## config.mk

```make
export PLATFORM = sky130hd
export DESIGN_NAME = blkmove_dma
export DESIGN_NICKNAME = d
export VERILOG_FILES = /design/src/rtl/blkmove_pkg.sv /design/src/rtl/blkmove_rst_sync.sv /design/src/rtl/blkmove_cfg.sv /design/src/rtl/blkmove_walk.sv /design/src/rtl/blkmove_ctrl.sv /design/src/rtl/blkmove_dma.sv
export SDC_FILE = /design/constraint.sdc
export NUM_CORES = 1
export LEC_CHECK = 0
export BUFFER_PORTS_ARGS = -buffer_cell sky130_fd_sc_hd__buf_2
export CORE_MARGIN = 1.5
export CORE_UTILIZATION = 35
export CTS_CLUSTER_DIAMETER = 150
export CTS_CLUSTER_SIZE = 8
export DETAILED_ROUTE_END_ITERATION = 6
export PLACE_DENSITY = 0.72
export SYNTH_ARGS = -nofsm -noshare
export SYNTH_HDL_FRONTEND = slang
export SYNTH_HIERARCHICAL = 1
export SYNTH_SLANG_ARGS = --single-unit
```

## constraint.sdc

```tcl
create_clock -name clk -period 2.3 [get_ports clk]
set_clock_uncertainty 0.05 [all_clocks]
set_input_delay 0.46 -clock clk [delete_from_list [all_inputs] [get_ports clk]]
set_output_delay 0.46 -clock clk [all_outputs]
set_load 0.05 [all_outputs]
```

## src/rtl/blkmove_pkg.sv

```systemverilog
`timescale 1ns/1ps
package blkmove_pkg;
  typedef enum logic [1:0] {
    MV_IDLE = 2'd0,
    MV_ASK  = 2'd1,
    MV_MOVE = 2'd2,
    MV_REST = 2'd3
  } mv_state_e;

  localparam int CTL_W     = 3;
  localparam int CTL_GO    = 0;
  localparam int CTL_STEAL = 1;
  localparam int CTL_ACK   = 2;
endpackage

```

## src/rtl/blkmove_rst_sync.sv

```systemverilog
`timescale 1ns/1ps
module blkmove_rst_sync #(
  parameter int STAGES = 2
) (
  input  logic clk,
  input  logic rst_n_in,
  output logic rst_n_out
);
  logic [STAGES-1:0] chain_q;

  // asserts at once, releases after STAGES clock edges
  always_ff @(posedge clk or negedge rst_n_in) begin
    if (!rst_n_in) chain_q <= '0;
    else           chain_q <= {chain_q[STAGES-2:0], 1'b1};
  end

  assign rst_n_out = chain_q[STAGES-1];
endmodule

```

## src/rtl/blkmove_cfg.sv

```systemverilog
`timescale 1ns/1ps
module blkmove_cfg
  import blkmove_pkg::*;
#(
  parameter int ADDR_W = 16,
  parameter int CNT_W  = 8
) (
  input  logic              clk,
  input  logic              rst_n,
  input  logic              base_we,
  input  logic [ADDR_W-1:0] base_in,
  input  logic              len_we,
  input  logic [CNT_W-1:0]  len_in,
  input  logic              ctl_we,
  input  logic [CTL_W-1:0]  ctl_in,
  input  logic              active,
  input  logic              done_set,
  output logic [ADDR_W-1:0] base_q,
  output logic [CNT_W-1:0]  len_q,
  output logic              go,
  output logic              go_steal,
  output logic              irq
);
  logic ack;
  logic irq_d;

  always_ff @(posedge clk or negedge rst_n) begin
    if (!rst_n)       base_q <= '0;
    else if (base_we) base_q <= base_in;
  end

  always_ff @(posedge clk or negedge rst_n) begin
    if (!rst_n)      len_q <= '0;
    else if (len_we) len_q <= len_in;
  end

  // start is honoured only when no block is in flight
  assign go       = ctl_we & ctl_in[CTL_GO] & ~active;
  assign go_steal = ctl_in[CTL_STEAL];
  assign ack      = ctl_we & ctl_in[CTL_ACK];

  always_comb begin
    irq_d = irq;
    if (ack)      irq_d = 1'b0;
    if (done_set) irq_d = 1'b1;
  end

  always_ff @(posedge clk or negedge rst_n) begin
    if (!rst_n) irq <= 1'b0;
    else        irq <= irq_d;
  end

  assert_irq_raise_R6: assert property (@(posedge clk) disable iff (!rst_n)
    done_set |=> irq);

  assert_irq_sticky_R6: assert property (@(posedge clk) disable iff (!rst_n)
    (irq && !ack) |=> irq);
endmodule

```

## src/rtl/blkmove_walk.sv

```systemverilog
`timescale 1ns/1ps
module blkmove_walk #(
  parameter int ADDR_W = 16,
  parameter int CNT_W  = 8
) (
  input  logic              clk,
  input  logic              rst_n,
  input  logic              load,
  input  logic              step,
  input  logic [ADDR_W-1:0] base,
  input  logic [CNT_W-1:0]  len,
  output logic [ADDR_W-1:0] addr_q,
  output logic              last_word
);
  localparam logic [ADDR_W-1:0] ADDR_ONE = 1;
  localparam logic [CNT_W-1:0]  CNT_ONE  = 1;

  logic [CNT_W-1:0] rem_q;

  always_ff @(posedge clk or negedge rst_n) begin
    if (!rst_n) begin
      addr_q <= '0;
      rem_q  <= '0;
    end else if (load) begin
      addr_q <= base;
      rem_q  <= len;
    end else if (step) begin
      addr_q <= addr_q + ADDR_ONE;
      rem_q  <= rem_q - CNT_ONE;
    end
  end

  // rem_q counts words still to go after the current one
  assign last_word = (rem_q == '0);

  assert_addr_advance_R4: assert property (@(posedge clk) disable iff (!rst_n)
    step |=> (addr_q == $past(addr_q) + ADDR_ONE));

  assert_last_ends_R5: assert property (@(posedge clk) disable iff (!rst_n)
    (step && last_word) |=> !step);
endmodule

```

## src/rtl/blkmove_ctrl.sv

```systemverilog
`timescale 1ns/1ps
module blkmove_ctrl
  import blkmove_pkg::*;
(
  input  logic clk,
  input  logic rst_n,
  input  logic go,
  input  logic go_steal,
  input  logic bus_gnt,
  input  logic bus_busy,
  input  logic fifo_empty,
  input  logic last_word,
  output logic bus_req,
  output logic step,
  output logic load,
  output logic active
);
  mv_state_e st_q, st_d;
  logic      steal_q;
  logic      ask_ok;

  // cycle-steal asks only while the bus is free and a word is waiting
  assign ask_ok  = ~steal_q | (~bus_busy & ~fifo_empty);
  assign bus_req = ((st_q == MV_ASK) & ask_ok) | (st_q == MV_MOVE);
  assign step    = (st_q == MV_MOVE) & ~fifo_empty;
  assign load    = go;
  assign active  = (st_q != MV_IDLE);

  always_comb begin
    st_d = st_q;
    unique case (st_q)
      MV_IDLE: if (go) st_d = MV_ASK;
      MV_ASK:  if (bus_req && bus_gnt) st_d = MV_MOVE;
      MV_MOVE: begin
        if (step) begin
          if (last_word)    st_d = MV_IDLE;
          else if (steal_q) st_d = MV_REST;
        end
      end
      MV_REST: st_d = MV_ASK;
      default: st_d = MV_IDLE;
    endcase
  end

  always_ff @(posedge clk or negedge rst_n) begin
    if (!rst_n) st_q <= MV_IDLE;
    else        st_q <= st_d;
  end

  always_ff @(posedge clk or negedge rst_n) begin
    if (!rst_n)    steal_q <= 1'b0;
    else if (load) steal_q <= go_steal;
  end

  assert_burst_holds_R2: assert property (@(posedge clk) disable iff (!rst_n)
    (!steal_q && bus_req && bus_gnt && !(step && last_word)) |=> bus_req);

  assert_one_word_R3: assert property (@(posedge clk) disable iff (!rst_n)
    (steal_q && step) |=> !bus_req);

  assert_mode_frozen_R7: assert property (@(posedge clk) disable iff (!rst_n)
    active |=> (steal_q == $past(steal_q)));

  assert_stall_keeps_bus_R8: assert property (@(posedge clk) disable iff (!rst_n)
    ((st_q == MV_MOVE) && fifo_empty) |=> bus_req);

  assert_release_gap_R9: assert property (@(posedge clk) disable iff (!rst_n)
    (step && last_word) |=> !bus_req);
endmodule

```

## src/rtl/blkmove_dma.sv

```systemverilog
`timescale 1ns/1ps
module blkmove_dma
  import blkmove_pkg::*;
#(
  parameter int ADDR_W = 16,
  parameter int CNT_W  = 8,
  parameter int DATA_W = 32
) (
  input  logic              clk,
  input  logic              rst_n,
  input  logic              base_we,
  input  logic [ADDR_W-1:0] base_in,
  input  logic              len_we,
  input  logic [CNT_W-1:0]  len_in,
  input  logic              ctl_we,
  input  logic [2:0]        ctl_in,
  output logic              bus_req,
  input  logic              bus_gnt,
  input  logic              bus_busy,
  output logic              mem_we,
  output logic [ADDR_W-1:0] mem_addr,
  output logic [DATA_W-1:0] mem_wdata,
  input  logic              fifo_empty,
  input  logic [DATA_W-1:0] fifo_rdata,
  output logic              fifo_pop,
  output logic              irq
);
  logic              rst_s_n;
  logic [ADDR_W-1:0] base_q;
  logic [CNT_W-1:0]  len_q;
  logic              go, go_steal, active, load, step, last_word;

  blkmove_rst_sync #(.STAGES(2)) u_rst (
    .clk       (clk),
    .rst_n_in  (rst_n),
    .rst_n_out (rst_s_n)
  );

  blkmove_cfg #(.ADDR_W(ADDR_W), .CNT_W(CNT_W)) u_cfg (
    .clk      (clk),
    .rst_n    (rst_s_n),
    .base_we  (base_we),
    .base_in  (base_in),
    .len_we   (len_we),
    .len_in   (len_in),
    .ctl_we   (ctl_we),
    .ctl_in   (ctl_in),
    .active   (active),
    .done_set (step & last_word),
    .base_q   (base_q),
    .len_q    (len_q),
    .go       (go),
    .go_steal (go_steal),
    .irq      (irq)
  );

  blkmove_ctrl u_ctrl (
    .clk        (clk),
    .rst_n      (rst_s_n),
    .go         (go),
    .go_steal   (go_steal),
    .bus_gnt    (bus_gnt),
    .bus_busy   (bus_busy),
    .fifo_empty (fifo_empty),
    .last_word  (last_word),
    .bus_req    (bus_req),
    .step       (step),
    .load       (load),
    .active     (active)
  );

  blkmove_walk #(.ADDR_W(ADDR_W), .CNT_W(CNT_W)) u_walk (
    .clk       (clk),
    .rst_n     (rst_s_n),
    .load      (load),
    .step      (step),
    .base      (base_q),
    .len       (len_q),
    .addr_q    (mem_addr),
    .last_word (last_word)
  );

  assign mem_we    = step;
  assign fifo_pop  = step;
  assign mem_wdata = fifo_rdata;

  assert_write_owned_R1: assert property (@(posedge clk) disable iff (!rst_s_n)
    mem_we |-> (bus_req && bus_gnt));

  assert_write_has_data_R8: assert property (@(posedge clk) disable iff (!rst_s_n)
    mem_we |-> !fifo_empty);
endmodule

```

=== Word level (Yosys, flattened, before mapping) ===
Index checks and enable logic that the tools add are counted.

* Bitwise gates (word level): 13
* Muxes and demuxes: 12
* Reductions and logical operators: 7
* Add/sub/neg operators: 2
* Eq/ne operators: 7

{| class="wikitable"
|+ Operator list
! operator !! number
|-
| 2-to-1 mux 16 bit || 2
|-
| adder 16 x 1 -> 16 bit (second input constant) || 1
|-
| 2-to-1 mux 8 bit || 2
|-
| 2-to-1 mux 2 bit || 5
|-
| zero test 8 bit || 1
|-
| case mux 2 bit (4 select lines) || 1
|-
| subtractor 8 x 1 -> 8 bit (second input constant) || 1
|-
| bitwise AND 1 bit || 7
|-
| inequality test 2 bit (second input constant) || 3
|-
| nonzero test 2 bit || 3
|-
| equality test 2 bit (second input constant) || 2
|-
| NOT 1 bit || 4
|-
| AND reduction 4 bit || 1
|-
| inequality test 3 x 2 -> 1 bit (second input constant) || 1
|-
| equality test 2 x 1 -> 1 bit (second input constant) || 1
|-
| zero test 2 bit || 1
|-
| 2-to-1 mux 1 bit || 2
|-
| OR 1 bit || 2
|-
| logical AND 1 bit || 1
|}

* Input bits: 67
* Logic and storage cells: 49
* Output and inout bits: 52
* Bits in registers: 54

=== Depth between registers and ports, before layout ===
Gate-level depths: netlist of run 1.

* Word-level depth: 8
* Gate-level depth with buffers: 9

=== By module ===
Netlist of run 1, hierarchy kept.

{| class="wikitable"
|+ By module, submodules not included
! module !! seq. area each (um2) !! area an instance (um2) !! instances !! cells an instance
|-
| blkmove_walk || 600.6 || 1411.4 || 1 || 149
|-
| blkmove_cfg || 625.6 || 996.0 || 1 || 57
|-
| blkmove_dma || 0.0 || 254.0 || 1 || 34
|-
| blkmove_ctrl || 75.1 || 236.5 || 1 || 23
|-
| blkmove_rst_sync || 50.0 || 53.8 || 1 || 3
|}

=== Worst setup path after synthesis of run 1 ===
No wires, ideal clock.

* Path type: reg-to-reg
* From: register u_ctrl.st_q[0]
* To: register u_walk.addr_q[13]
* Setup slack: 0.113 ns
* Stages on the path, launching flop included: 9
* Required time: 2.125 ns
* Data arrival time: 2.012 ns
* Library setup time: 0.125 ns
* Cell sequence: dfrtp_1 inv_1 ha_1 and2b_2 buf_4 nand3_4 nor4_2 xor2_1 mux2_2

{| class="wikitable"
|+ RTL lines
! what !! RTL line !! RTL
|-
| start, declared || blkmove_ctrl.sv:18 || <nowiki>mv_state_e st_q, st_d;</nowiki>
|-
| start signal, assigned || blkmove_ctrl.sv:47 || <nowiki>else st_q <= st_d;</nowiki>
|-
| equality test 2 bit || blkmove_ctrl.sv:25 || <nowiki>assign step = (st_q == MV_MOVE) & ~fifo_empty;</nowiki>
|-
| bitwise AND 1 bit || blkmove_ctrl.sv:25 ||
|-
| net fifo_pop || blkmove_dma.sv:25 || <nowiki>output logic fifo_pop,</nowiki>
|-
| nonzero test 2 bit (no source line) || -- ||
|-
| end signal, assigned || blkmove_walk.sv:25 || <nowiki>addr_q <= base;</nowiki>
|-
| end signal, assigned || blkmove_walk.sv:28 || <nowiki>addr_q <= addr_q + ADDR_ONE;</nowiki>
|-
| end, declared || blkmove_walk.sv:12 || <nowiki>output logic [ADDR_W-1:0] addr_q,</nowiki>
|}

The timed path passes the listed nets, and every way through them passes these cells.
A chain may end at the register's enable or synchronous reset.

=== Worst setup path in the final report of run 1 ===
* From: register u_ctrl.st_q[0]
* To: output port fifo_pop

* Cells in the longest elaborated chain, start to end: 2

{| class="wikitable"
|+ RTL lines
! what !! RTL line
|-
| equality test 2 bit || blkmove_ctrl.sv:25
|-
| bitwise AND 1 bit || blkmove_ctrl.sv:25
|-
| end, declared || blkmove_dma.sv:25
|}

No other way between the ends.

==> flow_summary.toml, run 1 <==
[cts]
cts_max_path_buffers = 2
cts_tree = "done"
clock_latency_ns = 0.31
cts_made_buffers = 5
cts_sinks = 54
clk_pin_slew_worst_paths_ns = 0.10
root_buffer = "clkbuf_8"
htreeDepth = 2

[flow_run]
cap_violations = 0

[timing]
worst_slew_pin_slew_ns = 0.5009
rsz0062_at_grt = "no"
hold_violations = 0
final_max_slew_viol_count = 0
max-slew-margin-rel = 0.6661
max_freq_mhz = 460.5
setup_viol = 0
min_period_ns = 2.172
min_period_over_period = 0.9442

[power]
pwr-share-seq = 0.430
power_frac_clock = 0.148
sw_frac_of_total = 0.4456
combinationalPowerShare = 0.421
ir_drop_mv = 0.5798
leakagePower_nw = 1.402
p_int_w = 0.001962
p_switching_w = 0.001577
p_per_area_mw_per_mm2 = 1111

[critical_path]
critPathKind = "reg2out"
cp-end-kind = "output port"
crit_required_ns = 1.79
cp.arrival_ns = 1.66
cp-start-kind = "flop"
path_max_fanout = 7

[final_layout]
regArea_mm2 = 0.001353
finalNetCount = 362
n_fill_cell = 820
diodes = 0
fin_area_mm2 = 0.003186
fin_util = 0.3897
area_growth_pct = 7.927
multi_input_area_mm2 = 0.001264
drive_above_1_share = 0.3793

[grt]
grt_pass1_wl_um = 8535
overflow = 0
antenna_found_initial = 0
grt_pass1_vias = 1872
grt_usage = 0.1229
grt_start_max_net_pins = 26

[route]
routed_wirelength_um = 5349
drt_iter0_drc = 161
vias = 1888
drtPass1Iterations = 4
wl_per_cell_um = 13.54
drc = 0
viasPerCell = 4.780
antenna_left = 0

[placed_design]
dpl_cell_area_mm2 = 0.003074
numPortBuffers = 54
globalplace.congestion = 0.8083
dpl.hpwl_um = 4206

[synthesis]
synth_seq_cells = 54
ys.flop_type = "dfrtp_1"
yosys_warnings = 6
yosys-top-cells-count = "dfrtp_1 (54), buf_4 (36), nand2_1 (30), o21ai_1 (18), mux2_2 (16)"
syn_nets = 339
synth_seq_area_share = 0.4578
avgSynthCellArea_um2 = 11.10
async_flop_share = 1.000
syn_area_mm2 = 0.002952
syn-instance-count = 266
synth_top_cell_by_area = "dfrtp_1"
synth_top_area_frac = 0.4578
synth_area_leaders = "dfrtp_1 (46%), buf_4 (9.2%), mux2_2 (6.1%)"
synth_edf_count = 0
ys_types = 47
yosysMostFrequentCell = "dfrtp_1"

[floorplan]
num_rows = 33
start_util = 0.3610
die_width_um = 94.83
die_height_um = 94.83
coreArea_mm2 = 0.008175
die-area_mm2 = 0.008993
io_pins = 119

[hold_path]
min_path_type = "reg2async"

[run_status]
status = "finished clean"
sequential cells by signal (all words and copies together), names as in the netlist:
signal          flops
u_cfg/base_q       16
u_cfg/irq           1
u_cfg/len_q         8
u_ctrl/st_q         2
u_ctrl/steal_q      1
u_rst/chain_q       2
u_walk/addr_q      16
u_walk/rem_q        8
power by group through the flow:
stage | logic [W] | clock network, W | registers, W
finish | 0.00149 | 0.000525 | 0.00152
global route | 0.00161 | 0.000579 | 0.00157
CTS | 0.00149 | 0.000542 | 0.00152
detailed placement | 0.00148 | 0 | 0.00154
global placement | 0.00144 | 0 | 0.00152
floorplan | 0.000902 | 0 | 0.00190
worst max-delay path, stage by stage, from the launching register on:
cell	delay [ns]
dfrtp_1	0.39
inv_1	0.11
ha_1	0.25
and2b_2	0.30
buf_2	0.30
layout make-up:
| class | count | area share |
|---|---|---|
| timing repair buffer | 60 | 0.09976 |
| sequential | 54 | 0.4246 |
| clock buffer | 6 | 0.02278 |
| inverter | 9 | 0.01060 |
| clock inverter | 2 | 0.004320 |
| tap | 105 | 0.04124 |
| multi-input combinational | 159 | 0.3967 |
routing by layer:
layer / track usage / vias to the layer above / wire length (um)
li1: - / 912 / -
met1: 0.1514 / 898 / 2289
met2: 0.1994 / 62 / 2574
met3: 0.03301 / 16 / 384
met4: 0.05721 / 0 / 101
met5: 0 / - / 0
final timing paths:
kind	to	slack, ns	depth (start not counted)	from
setup / recovery	fifo_pop	0.13	4	u_ctrl/st_q[0]
hold / removal	u_cfg/len_q[0]	0.16	0	u_rst/chain_q[1]
setup reg to reg	u_ctrl/st_q[1]	0.14	5	u_walk/rem_q[4]
hold reg to reg	u_cfg/len_q[0]	0.16	0	u_rst/chain_q[1]
max in group asynchronous	u_cfg/base_q[5]	1.44	1	u_rst/chain_q[1]
min in group clk	u_rst/chain_q[1]	0.31	0	u_rst/chain_q[0]
logic make-up after synthesis:
kind of cell	synth area share
muxes	0.1293
DFF	0.4578
other	0.001271
AOI/OAI and AO/OA	0.06359
xor gates and xnor gates	0.05638
buffers and inverters	0.1217
adders and majority gates	0.02543
and+or+nand+nor	0.1446
cells in the final DEF, fill, tap and decap left out, drive strengths merged, types with 6 or more instances in the layout:
cell     n
buf     59
clkbuf   6
dfrtp   54
ha       6
inv      9
mux2    27
nand2   30
nand3    8
nor2     8
o21ai   24
xnor2   12
xor2     7
timing repair:
action | CTS | global route
hold buffers | 1 | 0
hold endpoints to repair | 2 | 0
buffers inserted | 0 | 0
pin swaps | 0 | 1
endpoints found under the setup margin | 2 | 2
gates resized for setup | 1 | 1
stage by stage:
stage / setup slack, ns / std cells / total power, W / TNS [ns] / hold WS [ns]
2_1_floorplan: 0.1131 / 266 / 0.002798 / 0 / 0.1144
3_3_place_gp: 0.08577 / 386 / 0.002962 / 0 / 0.1679
3_5_place_dp: -0.04122 / 386 / 0.003017 / -0.04226 / 0.1651
4_1_cts: 0.07823 / 395 / 0.003555 / 0 / 0.1763
5_1_grt: 0.04519 / 395 / 0.003757 / 0 / 0.2053
6_report: 0.1283 / 395 / 0.003538 / 0 / 0.1577
Note: power is estimated with default switching activity, not from simulation.
==> run 2: changes to the inputs <==
- ABC_AREA: not set -> 1
- PLACE_DENSITY: 0.72 -> 0.71
==> run 2 against run 1 <==
Compared with the run above: clock power grew 25%; synthesized area grew 5.3%; via count grew 27%; sequential cell count is the same; hold slack gained 0.057 ns; non-clock buffer count shrank 3; design area grew 4.1%; combinational power grew 13%; register-to-register slack gained 0.30 ns; critical path depth grew 1; die area grew 5.2%; critical path type unchanged.
==> flow_summary.toml, run 2 <==
[cts]
cts_resized = 0
clk_pin_slew_worst_paths_ns = 0.10
cts_sinks = 54
cts_setup_buffers = 0
clock_latency_ns = 0.31
cts_made_buffers = 5
cts_hold_buf = 1
cts_tree = "done"
htreeDepth = 2
cts_max_path_buffers = 2
root_buffer = "clkbuf_8"

[route]
top_layer = "met4"
wl_per_cell_um = 13.19
wl_met3_um = 484
vias = 2405
antenna_left = 0
drt_iter0_drc = 143
routed_wirelength_um = 6635
route.met2.wl_um = 2849
drt-met1-wl_um = 3162
drtPass1Iterations = 4
drc = 0
viasPerCell = 4.781

[synthesis]
async_flop_share = 1.000
synth_top_cell_by_area = "dfrtp_1"
synth_compound_area_frac = 0.1300
yosys_warnings = 6
ys_types = 32
syn_nets = 448
syn_area_mm2 = 0.003109
synth_xor_area_frac = 0.02535
yosys-top-cells-count = "nand2_1 (82), dfrtp_1 (54), inv_1 (47), buf_4 (36), o21ai_0 (31)"
synth_area_leaders = "dfrtp_1 (43%), nand2_1 (9.9%), buf_4 (8.7%)"
synth_top_area_frac = 0.4346
synth_top_family_by_area = "simple AND/OR/NAND/NOR gates"
synth_edf_count = 0
syn-instance-count = 375
ys.flop_type = "dfrtp_1"
avgSynthCellArea_um2 = 8.291
synth_seq_cells = 54
synth-simple-area-share = 0.2052
yosysMostFrequentCell = "nand2_1"
muxShareOfSynthArea = 0.003622
synthAdderAreaFrac = 0.02414
synth_seq_area_share = 0.4346

[critical_path]
cp-start-kind = "flop"
reg2reg_from = "u_ctrl/st_q[0]"
critPathKind = "reg2out"
critPathLaunch = "u_ctrl/st_q[0]"
cp.arrival_ns = 1.60
cp-end-kind = "output port"
crit_required_ns = 1.79
path_max_fanout = 6

[timing]
rsz0062_at_grt = "no"
min_period_over_period = 0.9166
setup_viol = 0
max_freq_mhz = 474.4
final_max_slew_viol_count = 0
hold_violations = 0
min_period_ns = 2.108
tns_ns = 0
worst_slew_pin_slew_ns = 0.5701
max-slew-margin-rel = 0.6200
postLayoutSetupSlackWorst_ns = 0.1919

[run_status]
status = "finished clean"

[power]
p_per_area_mw_per_mm2 = 1164
leakagePower_nw = 1.689
ir_drop_mv = 0.3022

[flow_run]
cap_violations = 0

[floorplan]
die_height_um = 97.25
io_pins = 119
start_util = 0.3583
num_rows = 34
die-area_mm2 = 0.009458
coreArea_mm2 = 0.008678
die_width_um = 97.25

[final_layout]
finalNetCount = 467
final_cells = 503
drive_above_1_share = 0.2304
diodes = 0
reg_top3 = "u_cfg/base_q x16, u_walk/addr_q x16"
final_cell_mix = "nand2_1 (82), buf_2 (54), dfrtp_1 (53)"
fin_util = 0.3822
layout_commonest_cell = "nand2_1"
fin_area_mm2 = 0.003317
n_fill_cell = 923
area_growth_pct = 6.680

[placed_design]
numPortBuffers = 54
place_inst = 494
dpl_cell_area_mm2 = 0.003194
pre_cts_slack_ns = 0.4621
dpl.hpwl_um = 4901
globalplace.congestion = 0.8835

[grt]
grt_usage = 0.1449
grt_start_max_net_pins = 33
grt_pass1_vias = 2355
grt_pass1_wl_um = 11340
antenna_found_initial = 0
overflow = 0

[hold_path]
min_path_type = "reg2async"
run 2: cell types whose count changed in the layout (fill, tap and decap cells not counted), moves of 15 or more:
cell	before	now
nand2_1	30	82
inv_1	9	47
o21ai_0	4	31
a22oi_1	0	19
mux2_2	16	1
run 2: cell type report:
class	count	area, um2	area share
inverter	52	195.2	0.05885
clock buffer	5	68.82	0.02075
clock inverter	3	43.79	0.01320
tap	108	135.1	0.04074
multi-input combinational	224	1214	0.3659
sequential	54	1353	0.4078
timing repair buffer	57	307.8	0.09280
run 2: per-layer routing:
| layer | global-route usage | vias up |
|---|---|---|
| met5 | 0 | - |
| met4 | 0.06264 | 0 |
| met3 | 0.03381 | 22 |
| met2 | 0.2146 | 80 |
| met1 | 0.2030 | 1103 |
| li1 | - | 1200 |
run 2: cell families (layout without fill, tap and decap cells):
group           count (synthesis)  count (layout)
buf+inv                        97             117
flops                          54              54
mux                             1               1
compound gates                 65              65
fa+ha+maj                       6               6
xor+xnor                        9               9
simple gates                  142             142
other cells                     1               1
run 2: final timing paths:
check / to / slack, ns / cells past startpoint
setup / recovery: fifo_pop / 0.19 / 5
hold / removal: u_walk/addr_q[7] / 0.21 / 0
setup reg to reg: u_walk/addr_q[5] / 0.44 / 8
hold reg to reg: u_walk/addr_q[7] / 0.21 / 0
max in group asynchronous: u_walk/rem_q[7] / 1.44 / 1
min in group clk: u_cfg/base_q[11] / 0.30 / 3
run 2: where the power goes:
group	switching, W	internal [W]	leakage, nW
combinational	0.00117	0.000523	0.964
sequential	0.000316	0.00120	0.667
clock	0.000327	0.000327	0.0585
run 2: worst max-delay path, stage by stage, from the launching register on:
cell and delay (ns):
dfrtp_1 0.42, inv_1 0.09, ha_1 0.19, inv_2 0.07
nor2_2 0.21, buf_2 0.31
run 2: through the flow:
step,power [W],hold slack [ns]
final,0.003862,0.2143
after global routing,0.004133,0.2738
after CTS,0.003879,0.2390
after detailed placement,0.003211,0.1993
after global placement,0.003143,0.1966
after floorplan,0.002960,0.1144
